$ cat config.mk
export PLATFORM = sky130hd
export DESIGN_NAME = txcoll_ctrl
export DESIGN_NICKNAME = d
export VERILOG_FILES = /design/src/rtl/txc_pkg.sv /design/src/rtl/txc_lfsr.sv /design/src/rtl/txc_slot_timer.sv /design/src/rtl/txcoll_ctrl.sv
export SDC_FILE = /design/constraint.sdc
export NUM_CORES = 1
export LEC_CHECK = 0
export BUFFER_PORTS_ARGS = -buffer_cell sky130_fd_sc_hd__buf_2
export CAP_MARGIN = 25
export CELL_PAD_IN_SITES_DETAIL_PLACEMENT = 1
export CELL_PAD_IN_SITES_GLOBAL_PLACEMENT = 2
export CORE_MARGIN = 10
export CORE_UTILIZATION = 39
export DETAILED_ROUTE_END_ITERATION = 6
export PLACE_DENSITY = 0.87
export SYNTH_ARGS = -nofsm -noshare
export SYNTH_HDL_FRONTEND = slang
export SYNTH_SLANG_ARGS = --single-unit
$ cat constraint.sdc
create_clock -name clk -period 8.2 [get_ports clk]
set_clock_uncertainty 0.15 [all_clocks]
set_input_delay 2.05 -clock clk [delete_from_list [all_inputs] [get_ports clk]]
set_output_delay 2.05 -clock clk [all_outputs]
set_load 0.03 [all_outputs]
$ cat src/rtl/txc_pkg.sv
package txc_pkg;
    typedef enum logic [1:0] {
        ST_IDLE    = 2'd0,
        ST_DEFER   = 2'd1,
        ST_XMIT    = 2'd2,
        ST_BACKOFF = 2'd3
    } txc_state_e;

    // status word bit positions, decoded by the descriptor writer
    localparam int SB_MAXCOL = 4;
    localparam int SB_LATE   = 5;
    localparam int SB_XSDEF  = 7;
    localparam int SB_DEFER  = 8;
    localparam int SB_BP     = 13;
    localparam int SB_ABORT  = 14;
    localparam int SB_OWN    = 15;
endpackage

$ cat src/rtl/txc_lfsr.sv
module txc_lfsr #(
    parameter int           W    = 10,
    parameter logic [W-1:0] TAPS = 10'h240,
    parameter logic [W-1:0] SEED = 10'h15B
) (
    input  logic         clk,
    input  logic         rst_n,
    output logic [W-1:0] rnd_o
);
    logic [W-1:0] state_d, state_q;

    always_comb begin
        state_d = {state_q[W-2:0], ^(state_q & TAPS)};
    end

    always_ff @(posedge clk) begin
        if (!rst_n) state_q <= SEED;
        else        state_q <= state_d;
    end

    assign rnd_o = state_q;

    // a zero state would freeze the back-off at zero slots forever
    assert_lfsr_live_R7: assert property (@(posedge clk) disable iff (!rst_n)
        state_q != '0);
endmodule

$ cat src/rtl/txc_slot_timer.sv
module txc_slot_timer #(
    parameter int SLOT_BITS = 512,
    parameter int SLOT_W    = 10
) (
    input  logic              clk,
    input  logic              rst_n,
    input  logic              load_i,
    input  logic [SLOT_W-1:0] slots_i,
    input  logic              tick_i,
    output logic              busy_o
);
    localparam int TW = $clog2(SLOT_BITS);

    typedef struct packed {
        logic [SLOT_W-1:0] slots;
        logic [TW-1:0]     tcnt;
    } tmr_t;

    tmr_t d, q;

    always_comb begin
        d = q;
        if (load_i) begin
            d.slots = slots_i;
            d.tcnt  = '0;
        end else if (tick_i && q.slots != '0) begin
            if (q.tcnt == TW'(SLOT_BITS - 1)) begin
                d.tcnt  = '0;
                d.slots = q.slots - 1'b1;
            end else begin
                d.tcnt = q.tcnt + 1'b1;
            end
        end
    end

    always_ff @(posedge clk) begin
        if (!rst_n) q <= '0;
        else        q <= d;
    end

    assign busy_o = (q.slots != '0);

    assert_slot_monotone_R7: assert property (@(posedge clk) disable iff (!rst_n)
        busy_o && !load_i |=> q.slots <= $past(q.slots));
endmodule

$ cat src/rtl/txcoll_ctrl.sv
module txcoll_ctrl
    import txc_pkg::*;
#(
    parameter int LATE_W      = 6,
    parameter int RETRY_W     = 4,
    parameter int BO_CAP      = 10,
    parameter int SLOT_BITS   = 512,
    parameter int XSDEF_LIMIT = 24287,
    parameter logic [BO_CAP-1:0] LFSR_TAPS = 10'h240,
    parameter logic [BO_CAP-1:0] LFSR_SEED = 10'h15B
) (
    input  logic              clk,
    input  logic              rst_n,
    input  logic              start_i,
    input  logic              byte_i,
    input  logic              done_i,
    input  logic              coll_i,
    input  logic              crs_i,
    input  logic              tick_i,
    input  logic              bp_i,
    input  logic [LATE_W-1:0] cfg_late_thr_i,
    input  logic [RETRY_W-1:0] cfg_retry_max_i,
    input  logic              cfg_skip_bo_i,
    input  logic              cfg_bp_skip_i,
    input  logic              cfg_defer_forever_i,
    output logic              go_o,
    output logic              done_o,
    output logic [15:0]       status_o
);
    localparam int CNT_W = RETRY_W + 1;
    localparam int DEF_W = $clog2(XSDEF_LIMIT + 2);

    typedef struct packed {
        txc_state_e        st;
        logic [LATE_W-1:0] nbyte;
        logic [CNT_W-1:0]  ncoll;
        logic [DEF_W-1:0]  dcnt;
        logic [15:0]       stat;
        logic              done;
    } ctl_t;

    ctl_t d, q;

    logic              bo_load, bo_busy, fin;
    logic [CNT_W-1:0]  n1;
    logic [BO_CAP-1:0] bo_mask, rnd;
    int                kexp;

    txc_lfsr #(.W(BO_CAP), .TAPS(LFSR_TAPS), .SEED(LFSR_SEED)) u_lfsr (
        .clk   (clk),
        .rst_n (rst_n),
        .rnd_o (rnd)
    );

    txc_slot_timer #(.SLOT_BITS(SLOT_BITS), .SLOT_W(BO_CAP)) u_slot (
        .clk     (clk),
        .rst_n   (rst_n),
        .load_i  (bo_load),
        .slots_i (rnd & bo_mask),
        .tick_i  (tick_i),
        .busy_o  (bo_busy)
    );

    always_comb begin
        d       = q;
        d.done  = 1'b0;
        bo_load = 1'b0;
        fin     = 1'b0;
        n1      = q.ncoll + 1'b1;
        // truncated exponent for the back-off window
        kexp    = (int'(n1) > BO_CAP) ? BO_CAP : int'(n1);
        for (int i = 0; i < BO_CAP; i++) bo_mask[i] = (i < kexp);

        if (q.st != ST_IDLE && bp_i) d.stat[SB_BP] = 1'b1;

        unique case (q.st)
            ST_IDLE: begin
                if (start_i) begin
                    d.st   = ST_DEFER;
                    d.nbyte = '0;
                    d.ncoll = '0;
                    d.dcnt  = '0;
                    d.stat  = '0;
                    d.stat[SB_OWN] = 1'b1;
                end
            end
            ST_DEFER: begin
                if (crs_i) begin
                    d.stat[SB_DEFER] = 1'b1;
                    if (tick_i) begin
                        if (q.dcnt == DEF_W'(XSDEF_LIMIT)) begin
                            if (!cfg_defer_forever_i) begin
                                fin = 1'b1;
                                d.stat[SB_XSDEF] = 1'b1;
                                d.stat[SB_ABORT] = 1'b1;
                            end
                        end else begin
                            d.dcnt = q.dcnt + 1'b1;
                        end
                    end
                end else begin
                    d.st    = ST_XMIT;
                    d.nbyte = '0;
                    d.dcnt  = '0;
                end
            end
            ST_XMIT: begin
                if (coll_i) begin
                    d.ncoll = n1;
                    d.stat[RETRY_W-1:0] = n1[CNT_W-1] ? '1 : n1[RETRY_W-1:0];
                    if (q.nbyte >= cfg_late_thr_i) begin
                        fin = 1'b1;
                        d.stat[SB_LATE]  = 1'b1;
                        d.stat[SB_ABORT] = 1'b1;
                    end else if (n1 > {1'b0, cfg_retry_max_i}) begin
                        fin = 1'b1;
                        d.stat[SB_MAXCOL] = 1'b1;
                        d.stat[SB_ABORT]  = 1'b1;
                    end else if (cfg_skip_bo_i || (cfg_bp_skip_i && bp_i)) begin
                        d.st = ST_DEFER;
                    end else begin
                        bo_load = 1'b1;
                        d.st    = ST_BACKOFF;
                    end
                end else if (done_i) begin
                    fin = 1'b1;
                end else if (byte_i && q.nbyte != '1) begin
                    d.nbyte = q.nbyte + 1'b1;
                end
            end
            ST_BACKOFF: begin
                if (!bo_busy) d.st = ST_DEFER;
            end
            default: d.st = ST_IDLE;
        endcase

        if (fin) begin
            d.st   = ST_IDLE;
            d.done = 1'b1;
            d.stat[SB_OWN] = 1'b0;
        end
    end

    always_ff @(posedge clk) begin
        if (!rst_n) q <= '0;
        else        q <= d;
    end

    assign go_o     = (q.st == ST_XMIT);
    assign done_o   = q.done;
    assign status_o = q.stat;

    assert_owner_active_R2: assert property (@(posedge clk) disable iff (!rst_n)
        go_o |-> status_o[SB_OWN]);
    assert_carrier_hold_R3: assert property (@(posedge clk) disable iff (!rst_n)
        !go_o && crs_i |=> !go_o);
    assert_go_drop_R4: assert property (@(posedge clk) disable iff (!rst_n)
        go_o && coll_i |=> !go_o);
    assert_late_abort_R5: assert property (@(posedge clk) disable iff (!rst_n)
        done_o && status_o[SB_LATE] |-> status_o[SB_ABORT]);
    assert_max_abort_R6: assert property (@(posedge clk) disable iff (!rst_n)
        done_o && status_o[SB_MAXCOL] |-> status_o[SB_ABORT]);
    assert_owner_clear_R12: assert property (@(posedge clk) disable iff (!rst_n)
        done_o |-> !status_o[SB_OWN]);
    assert_done_pulse_R12: assert property (@(posedge clk) disable iff (!rst_n)
        done_o |=> !done_o);
endmodule

; ---- After elaboration in Yosys (flattened, before gate mapping)
; Cells that the tools add are included.
[op_classes]
n_addsub = 5
magnitude_cmp = 13
eq_ne = 24
muxes = 55
bitwise_logic = 2
n_reduce_logical = 27
[ops]
columns = cell, n
row1 = 2-to-1 mux 15 bit, 3
row2 = 2-to-1 mux 44 bit, 1
row3 = 2-to-1 mux 19 bit, 2
row4 = one-hot mux 15 bit (2 select lines), 1
row5 = 2-to-1 mux 1 bit, 24
row6 = 2-to-1 mux 6 bit, 4
row7 = "inequality test 2 bit, second input constant", 12
row8 = "< comparator 3 x 5 -> 1 bit, first input constant", 4
row9 = one-hot mux 6 bit (3 select lines), 1
row10 = AND reduction 6 bit, 3
row11 = "adder 15 x 1 -> 15 bit, second input constant", 1
row12 = "equality test 15 bit, second input constant", 1
row13 = 2-to-1 mux 5 bit, 3
row14 = 2-to-1 mux 2 bit, 6
row15 = one-hot mux 6 bit (2 select lines), 1
row16 = bitwise AND 10 bit, 1
row17 = "< comparator 1 x 5 -> 1 bit, first input constant", 2
row18 = "< comparator 2 x 5 -> 1 bit, first input constant", 2
row19 = "< comparator 4 x 5 -> 1 bit, first input constant", 2
row20 = 2-to-1 mux 10 bit, 1
row21 = one-hot mux 5 bit (2 select lines), 1
row22 = nonzero test 10 bit, 1
row23 = nonzero test 2 bit, 5
row24 = XOR reduction 10 bit, 1
row25 = 32 further kinds, 43
[totals]
register_bits = 69
inputBits = 22
output_inout_bits = 18
elab_cells = 142

; ---- Logic depth before layout (Yosys ltp)
; Gate-level depths: netlist (run 1).
[depth]
depth_word = 9
ltp_mapped = 12

; ---- By module
; From an unflattened synthesis (run 1), not the netlist that was laid out.
[hier_totals]
cells_unflattened = 486
area_unflattened_um2 = 4037.6
[by_module_without_submodules]
columns = mod, n_inst, cells_per_inst, area_each_um2
row1 = txcoll_ctrl, 1, 321, 2583.7
row2 = txc_slot_timer, 1, 135, 1117.3
row3 = txc_lfsr, 1, 30, 336.6

; ---- Least setup slack after synthesis (run 1)
; Ideal clock, no wire load.
[synth_timing]
kind = input to register
from = input cfg_retry_max_i[3]
to = register u_slot.q[18] in the netlist's numbering
setup_ns = 0.063
t_arrival_ns = 3.847
slack_ns = 4.140
cell_stages = 9
path_cell_list = inv_1 > ha_1 > and3b_1 > a311oi_1 > a21oi_2 > or3_1 > buf_6 > mux2_4 > nor2_2
[synth_between]
elab_chain_len = 7
elab_cells_between_ends = 9
classes_between = 1 x order compare / 5 x mux / 3 x reduce/logical
[synth_rtl]
columns = element, line
row1 = from (decl), txcoll_ctrl.sv:22  ; input logic [RETRY_W-1:0] cfg_retry_max_i,
row2 = > comparator 5 x 4 -> 1 bit *, txcoll_ctrl.sv:115  ; end else if (n1 > {1'b0, cfg_retry_max_i}) begin
row3 = 2-to-1 mux 1 bit *, txcoll_ctrl.sv:115
row4 = 2-to-1 mux 1 bit *, txcoll_ctrl.sv:111  ; if (q.nbyte >= cfg_late_thr_i) begin
row5 = 2-to-1 mux 1 bit *, txcoll_ctrl.sv:108  ; if (coll_i) begin
row6 = 2-to-1 mux 1 bit *, txcoll_ctrl.sv:76  ; unique case (q.st)
row7 = nonzero test 2 bit (no line), -
row8 = AND reduction 2 bit (no line), -
row9 = to (signal assigned), txc_slot_timer.sv:37  ; if (!rst_n) q <= '0;
row10 = to (signal assigned), txc_slot_timer.sv:38  ; else q <= d;
row11 = to (decl), txc_slot_timer.sv:19  ; tmr_t d, q;
; Mark *: on every way between the ends. The rest lies on a longest branch, timed or not.
; A chain may end at the register's enable or synchronous reset.

; ---- Worst setup path in the final report (run 1)
[layout_timing]
from = input cfg_retry_max_i[3]
to = register u_slot.q[5] in the netlist's numbering
[layout_between]
elab_chain_len = 6
[layout_rtl]
columns = element, line
row1 = > comparator 5 x 4 -> 1 bit, txcoll_ctrl.sv:115
row2 = 2-to-1 mux 1 bit, txcoll_ctrl.sv:115
row3 = 2-to-1 mux 1 bit, txcoll_ctrl.sv:111
row4 = 2-to-1 mux 1 bit, txcoll_ctrl.sv:108
row5 = 2-to-1 mux 1 bit, txcoll_ctrl.sv:76
row6 = OR reduction 2 bit (no line), -
; No other way between the ends.

==> metrics.yaml, run 1 <==
run_status:
  status: "finished clean"
logic_synthesis:
  synth_commonest_cells: "dfxtp_1, nor2_1, nand2_1, nand3_1, xor2_1"
  yosys_warnings: 0
  netlist_instances: 444
  ys_seq_area_share_pct: 36.35
  synthFlopType: "dfxtp_1"
  yosysMostFrequentCell: "dfxtp_1"
  synth_area_leaders: "dfxtp_1, ha_1, xor2_1"
  yosysUniqueCellTypes: 59
  synth_area_sq_um: 3800
  avgSynthCellArea_sq_um: 8.558
  async_reset_ff_share_pct: 0
  yosys.area.top_type_share_pct: 36.35
  yosys_register_bits: 69
  synth_edf_count: 0
  yosys.area.top_type: "dfxtp_1"
critical_path:
  regToRegStartpoint: "q[32]$_SDFFE_PN0P_"
  critical_path_class: "in -> reg"
  critPathLaunchType: "primary input"
  r2r_cells: 10
  r2r_end: "u_slot.q[5]$_SDFFE_PP0P_"
  worstPathMaxFanout: 10
  startpoint: "cfg_retry_max_i[3]"
  crit_path_end_kind: "flop"
  required_ns: 8.28
  crit_arrival_ns: 4.17
  rrSetupSlack_ns: 4.73
hold_path:
  whs_path_depth: 1
  hold_end: "u_lfsr.rnd_o[8]$_SDFF_PN1_"
  hold_start: "u_lfsr.rnd_o[7]$_SDFF_PN0_"
  worstHoldPathType: "reg -> reg"
clocking:
  cts_tree: "built"
  cts_max_path_buffers: 2
  clk_latency_ns: 0.35
  cts.clk_slew.worst_paths_ns: 0.07
  postCtsSetupBuffers: 0
  htreeDepth: 3
  root_buffer: "clkbuf_8"
  cts_resized: 0
  numCtsBuffers: 9
  ctsHoldBuffers: 0
  cts.sinks: 69
die:
  die_height_um: 118.7
  coreArea_sq_um: 9371
  rows: 35
  dieArea_sq_um: 14090
  start_util_pct: 40.55
  ios: 40
  fp.dieW_um: 118.7
detailed_routing:
  finalWirelength_um: 9016
  drc: 0
  wl_per_cell_um: 15.13
  routed.top_layer: "met4"
  vias: 3100
  met2_length_um: 4342
  wl_met3_um: 267
  wl_met1_um: 4296
  drt_pre_antenna_iters: 4
  first_iter_violations: 134
  ant_nets: 0
  vias_per_cell: 5.201
final_layout:
  design_area_sq_um: 4113
  fill_cells: 1202
  drive_gt1_share_pct: 13.28
  syn_to_final_growth_pct: 8.232
  nets: 504
  diodes: 0
power_and_ir_drop:
  switchingPower_uw: 308.5
  p_per_area_nw_per_um2: 206.9
  combPwrFrac_pct: 28.4
  pwr-share-seq_pct: 43.8
  clkPwrFrac_pct: 27.8
  p_sw_share_pct: 36.25
  p_leak_uw: 0.001730
  power.internal_uw: 542.6
  ir_drop_mv: 0.09698
sta:
  final.setup.tns_ns: 0
  fin_ws_ns: 4.106
  period_needed_ns: 4.094
  setup_viol: 0
  worstMarginPinSlew_ns: 0.8161
  max_freq_mhz: 244.3
  rsz0062_at_grt: "no"
  min_period_over_period_pct: 49.92
  hold_viol: 0
  drv_slew: 0
  relSlewSlack_pct: 45.49
placement:
  pre_cts_ws_ns: 3.440
  placed_area_sq_um: 3949
  gp_congestion: 0.7906
  port_buffers: 34
  hpwlAfterDp_um: 6810
global_routing:
  antenna_found_initial: 0
  grt_first_pass_wirelength_um: 15510
  overflow: 0
  grt_pass1_vias: 3219
  track_usage_pct: 13.07
  grt_start_max_net_pins: 34
flow_run:
  maxCapViolations: 0
state kept, by name (all words and copies together) (netlist names):
| signal | flops |
|---|---|
| done_o | 1 |
| q | 28 |
| status_o | 11 |
| u_lfsr.rnd_o | 10 |
| u_slot.q | 19 |
routing by layer:
metal | GRT usage (%) | vias up
met3 | 4.141 | 9
met2 | 21.75 | 34
met4 | 3.359 | 0
li1 | - | 1561
met5 | 0 | -
met1 | 15.91 | 1496
metrics by stage:
stage / cells / util [%] / hold slack, ns / total power, uW
floorplan: 448 / - / 0.2519 / 569.1
global placement: 579 / 42.14 / 0.2657 / 618.0
detailed placement: 579 / 42.14 / 0.2719 / 621.5
CTS: 595 / 43.83 / 0.2881 / 863.1
global route: 596 / 43.89 / 0.3205 / 909.4
finish: 596 / 43.89 / 0.2834 / 851.1
how the worst max path moves through the flow:
| stage | to | cells after the start | slack, ns |
|---|---|---|---|
| 6_report | u_slot.q[5]$_SDFFE_PP0P_ | 9 | 4.11 |
| 5_1_grt | u_slot.q[6]$_SDFFE_PP0P_ | 9 | 3.89 |
| 4_1_cts | u_slot.q[11]$_SDFFE_PN0P_ | 9 | 3.81 |
| 3_5_place_dp | u_slot.q[11]$_SDFFE_PN0P_ | 9 | 3.44 |
| 3_3_place_gp | u_slot.q[10]$_SDFFE_PN0P_ | 9 | 3.57 |
| 2_1_floorplan | u_slot.q[18]$_SDFFE_PN0P_ | 9 | 4.14 |
cell usage in the layout, fill, tap and decap left out, types with 4 or more instances in the layout:
cell	count
dfxtp_1	69
nor2_1	50
buf_2	35
nand2_1	31
nand3_1	23
xor2_1	23
inv_1	22
a21oi_1	22
ha_1	20
o21ai_0	13
xnor2_1	12
nand4_1	11
and2_1	10
nand2b_1	10
nor3_1	9
clkbuf_8	9
a211oi_1	8
mux2i_1	6
nor2b_1	6
o21a_1	6
conb_1	5
or3_1	4
and3_1	4
a22oi_1	4
clkinv_2	4
kinds of logic after synthesis:
logic type / share of synthesized area, %
AO/OA/AOI/OAI: 15.54
XOR/XNOR: 8.660
adder cells (fa/ha/maj): 6.585
buffers and inverters: 7.573
flip-flops: 36.35
multiplexers: 1.976
other: 0.09869
AND/OR/NAND/NOR: 23.21
power groups by stage:
stage | combinational [uW] | sequential, uW | clock, uW
floorplan | 195 | 374 | 0
global placement | 239 | 379 | 0
detailed placement | 242 | 380 | 0
CTS | 243 | 372 | 248
global route | 273 | 375 | 262
finish | 242 | 373 | 237
worst max-delay path, stage by stage:
cell,delay [ns]
buf_2,0.07
inv_1,0.03
ha_1,0.32
and3b_1,0.20
a311oi_1,0.30
a21oi_2,0.17
or3_1,0.59
nand3_1,0.34
nor2_1,0.09
layout make-up:
type | count | area, sq um | share of cell area (%)
multi-input combinational | 324 | 2146 | 52.18
sequential | 69 | 1381 | 33.59
timing repair buffer | 36 | 182.7 | 4.442
tap | 129 | 161.4 | 3.925
clock buffer | 11 | 131.4 | 3.194
inverter | 22 | 82.58 | 2.008
clock inverter | 5 | 27.53 | 0.6693
Power figures use the tool's default switching activity.
==> run 2: changes to the inputs <==
--- a/config.mk
+++ b/config.mk
@@ -10,9 +10,9 @@
 export CELL_PAD_IN_SITES_DETAIL_PLACEMENT = 1
 export CELL_PAD_IN_SITES_GLOBAL_PLACEMENT = 2
 export CORE_MARGIN = 10
-export CORE_UTILIZATION = 39
+export CORE_UTILIZATION = 32
 export DETAILED_ROUTE_END_ITERATION = 6
-export PLACE_DENSITY = 0.87
+export PLACE_DENSITY = 0.76
 export SYNTH_ARGS = -nofsm -noshare
 export SYNTH_HDL_FRONTEND = slang
 export SYNTH_SLANG_ARGS = --single-unit
==> constraint.sdc (replaced) <==
create_clock -name clk -period 3.6 [get_ports clk]
set_clock_uncertainty 0.15 [all_clocks]
set_input_delay 0.9 -clock clk [delete_from_list [all_inputs] [get_ports clk]]
set_output_delay 0.9 -clock clk [all_outputs]
set_load 0.03 [all_outputs]
==> metrics.yaml, run 2 (synthesis gave the netlist of run 1 again) <==
sta:
  worstMarginPinSlew_ns: 0.7476
  hold_viol: 0
  max_freq_mhz: 299.8
  setup_viol: 0
  final.setup.tns_ns: 0
  drv_slew: 0
  relSlewSlack_pct: 48.87
  min_period_over_period_pct: 92.65
  rsz0062_at_grt: "no"
  period_needed_ns: 3.335
critical_path:
  r2r_end: "u_slot.q[7]$_SDFFE_PP0P_"
  critPathLaunchType: "flop"
  r2r_cells: 10
  crit_arrival_ns: 3.40
  cp_cell_sequence: "nand3_1, xor2_1, inv_1, ha_1, and3b_1, a311oi_1, a21oi_2, or3_1, nand3_1, nor2_1"
  worstPathMaxFanout: 10
  cp_common_cell: "nand3_1"
  critical_path_class: "reg -> reg"
  required_ns: 3.67
  cpPeakStageDelay_ns: 0.59
  critPathSlowestCell: "or3_1"
  regToRegStartpoint: "q[34]$_SDFFE_PN0P_"
  crit_path_end_kind: "flop"
  rrSetupSlack_ns: 0.26
final_layout:
  largest_register_ffs: 28
  seq_area_sq_um: 1381
  multi_input_area_sq_um: 2146
  fill_cells: 1382
  nets: 508
  regMostFlops: "q"
  drive_gt1_share_pct: 13.62
  design_area_sq_um: 4264
  final_common_cell: "dfxtp_1"
  diodes: 0
  final_cell_mix: "dfxtp_1, nor2_1, buf_2"
  syn_to_final_growth_pct: 12.22
die:
  ios: 40
  fp.dieW_um: 129.0
  coreArea_sq_um: 11520
  dieArea_sq_um: 16630
  die_height_um: 129.0
  start_util_pct: 33.00
  rows: 39
hold_path:
  hold_start: "u_lfsr.rnd_o[3]$_SDFF_PN1_"
  whs_path_depth: 1
  worstHoldPathType: "reg -> reg"
  hold_end: "u_lfsr.rnd_o[4]$_SDFF_PN1_"
clocking:
  cts.clk_slew.worst_paths_ns: 0.05
  root_buffer: "clkbuf_16"
  postCtsSetupBuffers: 0
  cts_resized: 0
  cts_max_path_buffers: 2
  htreeDepth: 3
  clk_latency_ns: 0.34
  numCtsBuffers: 9
  cts_tree: "built"
  ctsHoldBuffers: 0
  cts.sinks: 69
placement:
  placed_area_sq_um: 4004
  gp_congestion: 0.7950
  hpwlAfterDp_um: 7259
  port_buffers: 34
detailed_routing:
  vias_per_cell: 5.145
  vias: 3154
  wl_per_cell_um: 15.55
  drt_pre_antenna_iters: 4
  finalWirelength_um: 9530
  ant_nets: 0
  drc: 0
  first_iter_violations: 101
run_status:
  status: "finished clean"
global_routing:
  grt_first_pass_wirelength_um: 16880
  grt_start_max_net_pins: 34
  track_usage_pct: 12.60
  overflow: 0
  grt_pass1_vias: 3358
  antenna_found_initial: 0
flow_run:
  maxCapViolations: 0
power_and_ir_drop:
  ir_drop_mv: 0.2252
  p_leak_uw: 0.001796
  p_per_area_nw_per_um2: 521.3
## run 2: critical path, delay by kind of cell (launching register included)
kind	cells	cell delay, ns
compound gates	2	0.48
xor+xnor	1	0.31
fa+ha+maj	1	0.34
buf+inv	1	0.14
flops	1	0.46
simple gates	5	1.34
## run 2: final cells by class
cell class,count,area share (%)
Inverter,22,1.937
Multi-Input combinational cell,324,50.32
Timing Repair Buffer,40,5.047
Sequential cell,69,32.39
Tap cell,143,4.196
Clock buffer,13,5.869
Clock inverter,2,0.2347
## run 2: how the worst max path moves through the flow
stage | startpoint | end | slack (ns)
6_report | q[34]$_SDFFE_PN0P_ | u_slot.q[7]$_SDFFE_PP0P_ | 0.26
5_1_grt | q[34]$_SDFFE_PN0P_ | u_slot.q[7]$_SDFFE_PP0P_ | 0.03
4_1_cts | q[34]$_SDFFE_PN0P_ | u_slot.q[7]$_SDFFE_PP0P_ | 0.27
3_5_place_dp | q[34]$_SDFFE_PN0P_ | u_slot.q[7]$_SDFFE_PP0P_ | 0.29
3_3_place_gp | cfg_retry_max_i[3] | u_slot.q[4]$_SDFFE_PP0P_ | 0.40
2_1_floorplan | q[32]$_SDFFE_PN0P_ | u_slot.q[18]$_SDFFE_PN0P_ | 0.58
## run 2: metal layers
layer / global-route usage [%] / routed length (um) / vias to the layer above / share of wire [%]
met5: 0 / 0 / - / 0
met4: 4.749 / 166 / 0 / 1.7
met3: 4.066 / 373 / 15 / 3.9
met2: 20.33 / 4461 / 36 / 47
met1: 15.35 / 4528 / 1527 / 48
li1: - / - / 1576 / -
## run 2: stage by stage
step,hold slack [ns],util (%),power (uW),instances,worst slack [ns]
floorplan,0.2519,-,1296,448,0.5806
global placement,0.2612,34.77,1427,598,0.4011
detailed placement,0.2687,34.77,1446,598,0.2855
CTS,0.2836,37.03,2262,613,0.2727
global route,0.3043,37.03,2368,613,0.02808
finish,0.2791,37.03,2223,613,0.2646
## run 2: power by group
part           internal, uW  leakage, uW  switching, uW
combinational           193      0.00111            386
clock                   479     0.000129            319
sequential              810     0.000560           36.4
==> run 3: changes to the inputs <==
--- a/config.mk
+++ b/config.mk
@@ -9,7 +9,7 @@
 export CAP_MARGIN = 25
 export CELL_PAD_IN_SITES_DETAIL_PLACEMENT = 1
 export CELL_PAD_IN_SITES_GLOBAL_PLACEMENT = 2
-export CORE_MARGIN = 10
+export CORE_MARGIN = 1.5
 export CORE_UTILIZATION = 32
 export DETAILED_ROUTE_END_ITERATION = 6
 export PLACE_DENSITY = 0.76
==> metrics.yaml, run 3 (synthesis gave the netlist of run 1 again) <==
power_and_ir_drop:
  switchingPower_uw: 732.0
  p_leak_uw: 0.001809
  pwr-share-seq_pct: 37.0
  ir_drop_mv: 0.2002
  clkPwrFrac_pct: 37.7
  power.internal_uw: 1549
  p_per_area_nw_per_um2: 531.6
  combPwrFrac_pct: 25.3
  p_sw_share_pct: 32.09
placement:
  port_buffers: 34
  hpwlAfterDp_um: 6866
  gp_congestion: 0.7661
  pre_cts_ws_ns: 0.3064
clocking:
  root_buffer: "clkbuf_16"
  cts.sinks: 69
  clk_latency_ns: 0.34
  cts.clk_slew.worst_paths_ns: 0.05
  numCtsBuffers: 9
  cts_max_path_buffers: 2
  cts_tree: "built"
  htreeDepth: 3
  postCtsSetupBuffers: 0
detailed_routing:
  vias: 3131
  ant_nets: 0
  drt_pre_antenna_iters: 6
  first_iter_violations: 104
  vias_per_cell: 5.116
  wl_per_cell_um: 14.95
  drc: 6
  finalWirelength_um: 9149
run_status:
  status: "complete, but fails checks"
  violations: "design-rule violations"
final_layout:
  fill_cells: 1391
  drive_gt1_share_pct: 13.86
  syn_to_final_growth_pct: 12.91
  final_cell_mix: "dfxtp_1, nor2_1, buf_2"
  diodes: 0
  regMostFlops: "q"
  largest_register_ffs: 28
  nets: 508
  final_common_cell: "dfxtp_1"
critical_path:
  crit_path_end_kind: "flop"
  cpPeakStageDelay_ns: 0.58
  critPathSlowestCell: "or3_1"
  crit_arrival_ns: 3.34
  crit_buf_inv: 1
  worstPathMaxFanout: 10
  critPathLaunchType: "flop"
  cp_cell_sequence: "nand3_1, xor2_1, inv_1, ha_1, and3b_1, a311oi_1, a21oi_2, or3_1, mux2_4, nor2_2"
  cp_top_family: "simple AND/OR/NAND/NOR gates"
  critical_path_class: "reg -> reg"
  required_ns: 3.73
sta:
  fin_ws_ns: 0.3832
  relSlewSlack_pct: 51.75
  drv_slew: 0
  min_period_over_period_pct: 89.36
  rsz0062_at_grt: "no"
  period_needed_ns: 3.217
  final.setup.tns_ns: 0
  max_freq_mhz: 310.9
  worstMarginPinSlew_ns: 0.7056
  hold_viol: 0
  setup_viol: 0
flow_run:
  maxCapViolations: 0
global_routing:
  antenna_found_initial: 0
  overflow: 0
  track_usage_pct: 15.94
  grt_start_max_net_pins: 34
  grt_first_pass_wirelength_um: 15970
  grt_pass1_vias: 3345
die:
  coreArea_sq_um: 11520
  start_util_pct: 33.00
  rows: 39
  die_height_um: 112.0
  fp.dieW_um: 112.0
  dieArea_sq_um: 12540
  ios: 40
hold_path:
  worstHoldPathType: "reg -> reg"
-- run 3: cell count changes in the layout (fill, tap and decap cells not counted) --
| cell | previous run | this run |
|---|---|---|
| bufinv_16 | 0 | 1 |
| nand3_1 | 23 | 22 |
| clkinv_2 | 2 | 1 |
| clkbuf_1 | 3 | 2 |
| nand3_2 | 1 | 2 |
-- run 3: final cells by class --
type | count | area [sq um] | share of cell area [%]
Clock buffer | 12 | 246.5 | 5.745
Clock inverter | 2 | 35.03 | 0.8166
Inverter | 22 | 82.58 | 1.925
Multi-Input combinational cell | 324 | 2151 | 50.13
Sequential cell | 69 | 1381 | 32.20
Tap cell | 143 | 178.9 | 4.170
Timing Repair Buffer | 40 | 215.2 | 5.016
-- run 3: layer usage --
metal  GRT usage [%]  vias to the layer above  part of all wire [%]
met2           26.87                       32                    47
met3           4.682                       11                   3.5
li1                -                     1571                     -
met4           5.316                        0                   1.2
met5               0                        -                     0
met1           19.58                     1517                    49
-- run 3: worst register-to-register path, stage by stage (launching register included) --
cell and delay [ns]:
dfxtp_1 0.45, nand3_1 0.13, xor2_1 0.30, inv_1 0.13, ha_1 0.34, and3b_1 0.19, a311oi_1 0.30, a21oi_2 0.17
or3_1 0.58, mux2_4 0.37, nor2_2 0.07
-- run 3: power by group through the flow --
stage	Combinational [uW]	Sequential (uW)	Clock (uW)
CTS	585	845	891
global placement	565	860	0
global route	644	852	914
finish	576	845	860
detailed placement	580	861	0
floorplan	444	853	0
-- run 3: what timing repair did --
action | 4_1_cts | 5_1_grt
hold buffers | 0 | 0
resized for setup | 0 | 1
endpoints found under the setup margin | 0 | 1
-- run 3: path summary, 6_finish.rpt --
path	from	to	slack (ns)	cells past startpoint
max	q[34]$_SDFFE_PN0P_	u_slot.q[18]$_SDFFE_PN0P_	0.38	10
min	u_lfsr.rnd_o[3]$_SDFF_PN1_	u_lfsr.rnd_o[4]$_SDFF_PN1_	0.28	1
max reg2reg	q[34]$_SDFFE_PN0P_	u_slot.q[18]$_SDFFE_PN0P_	0.38	10
min reg2reg	u_lfsr.rnd_o[3]$_SDFF_PN1_	u_lfsr.rnd_o[4]$_SDFF_PN1_	0.28	1
-- run 3: stage by stage --
stage	area (sq um)	hold WS [ns]	instances	util [%]	total power [uW]
2_1_floorplan	3815	0.2519	448	-	1296
4_1_cts	4285	0.2858	612	37.21	2321
3_3_place_gp	4004	0.2620	598	34.77	1425
5_1_grt	4290	0.3082	612	37.26	2410
3_5_place_dp	4004	0.2737	598	34.77	1441
6_report	4290	0.2826	612	37.26	2281
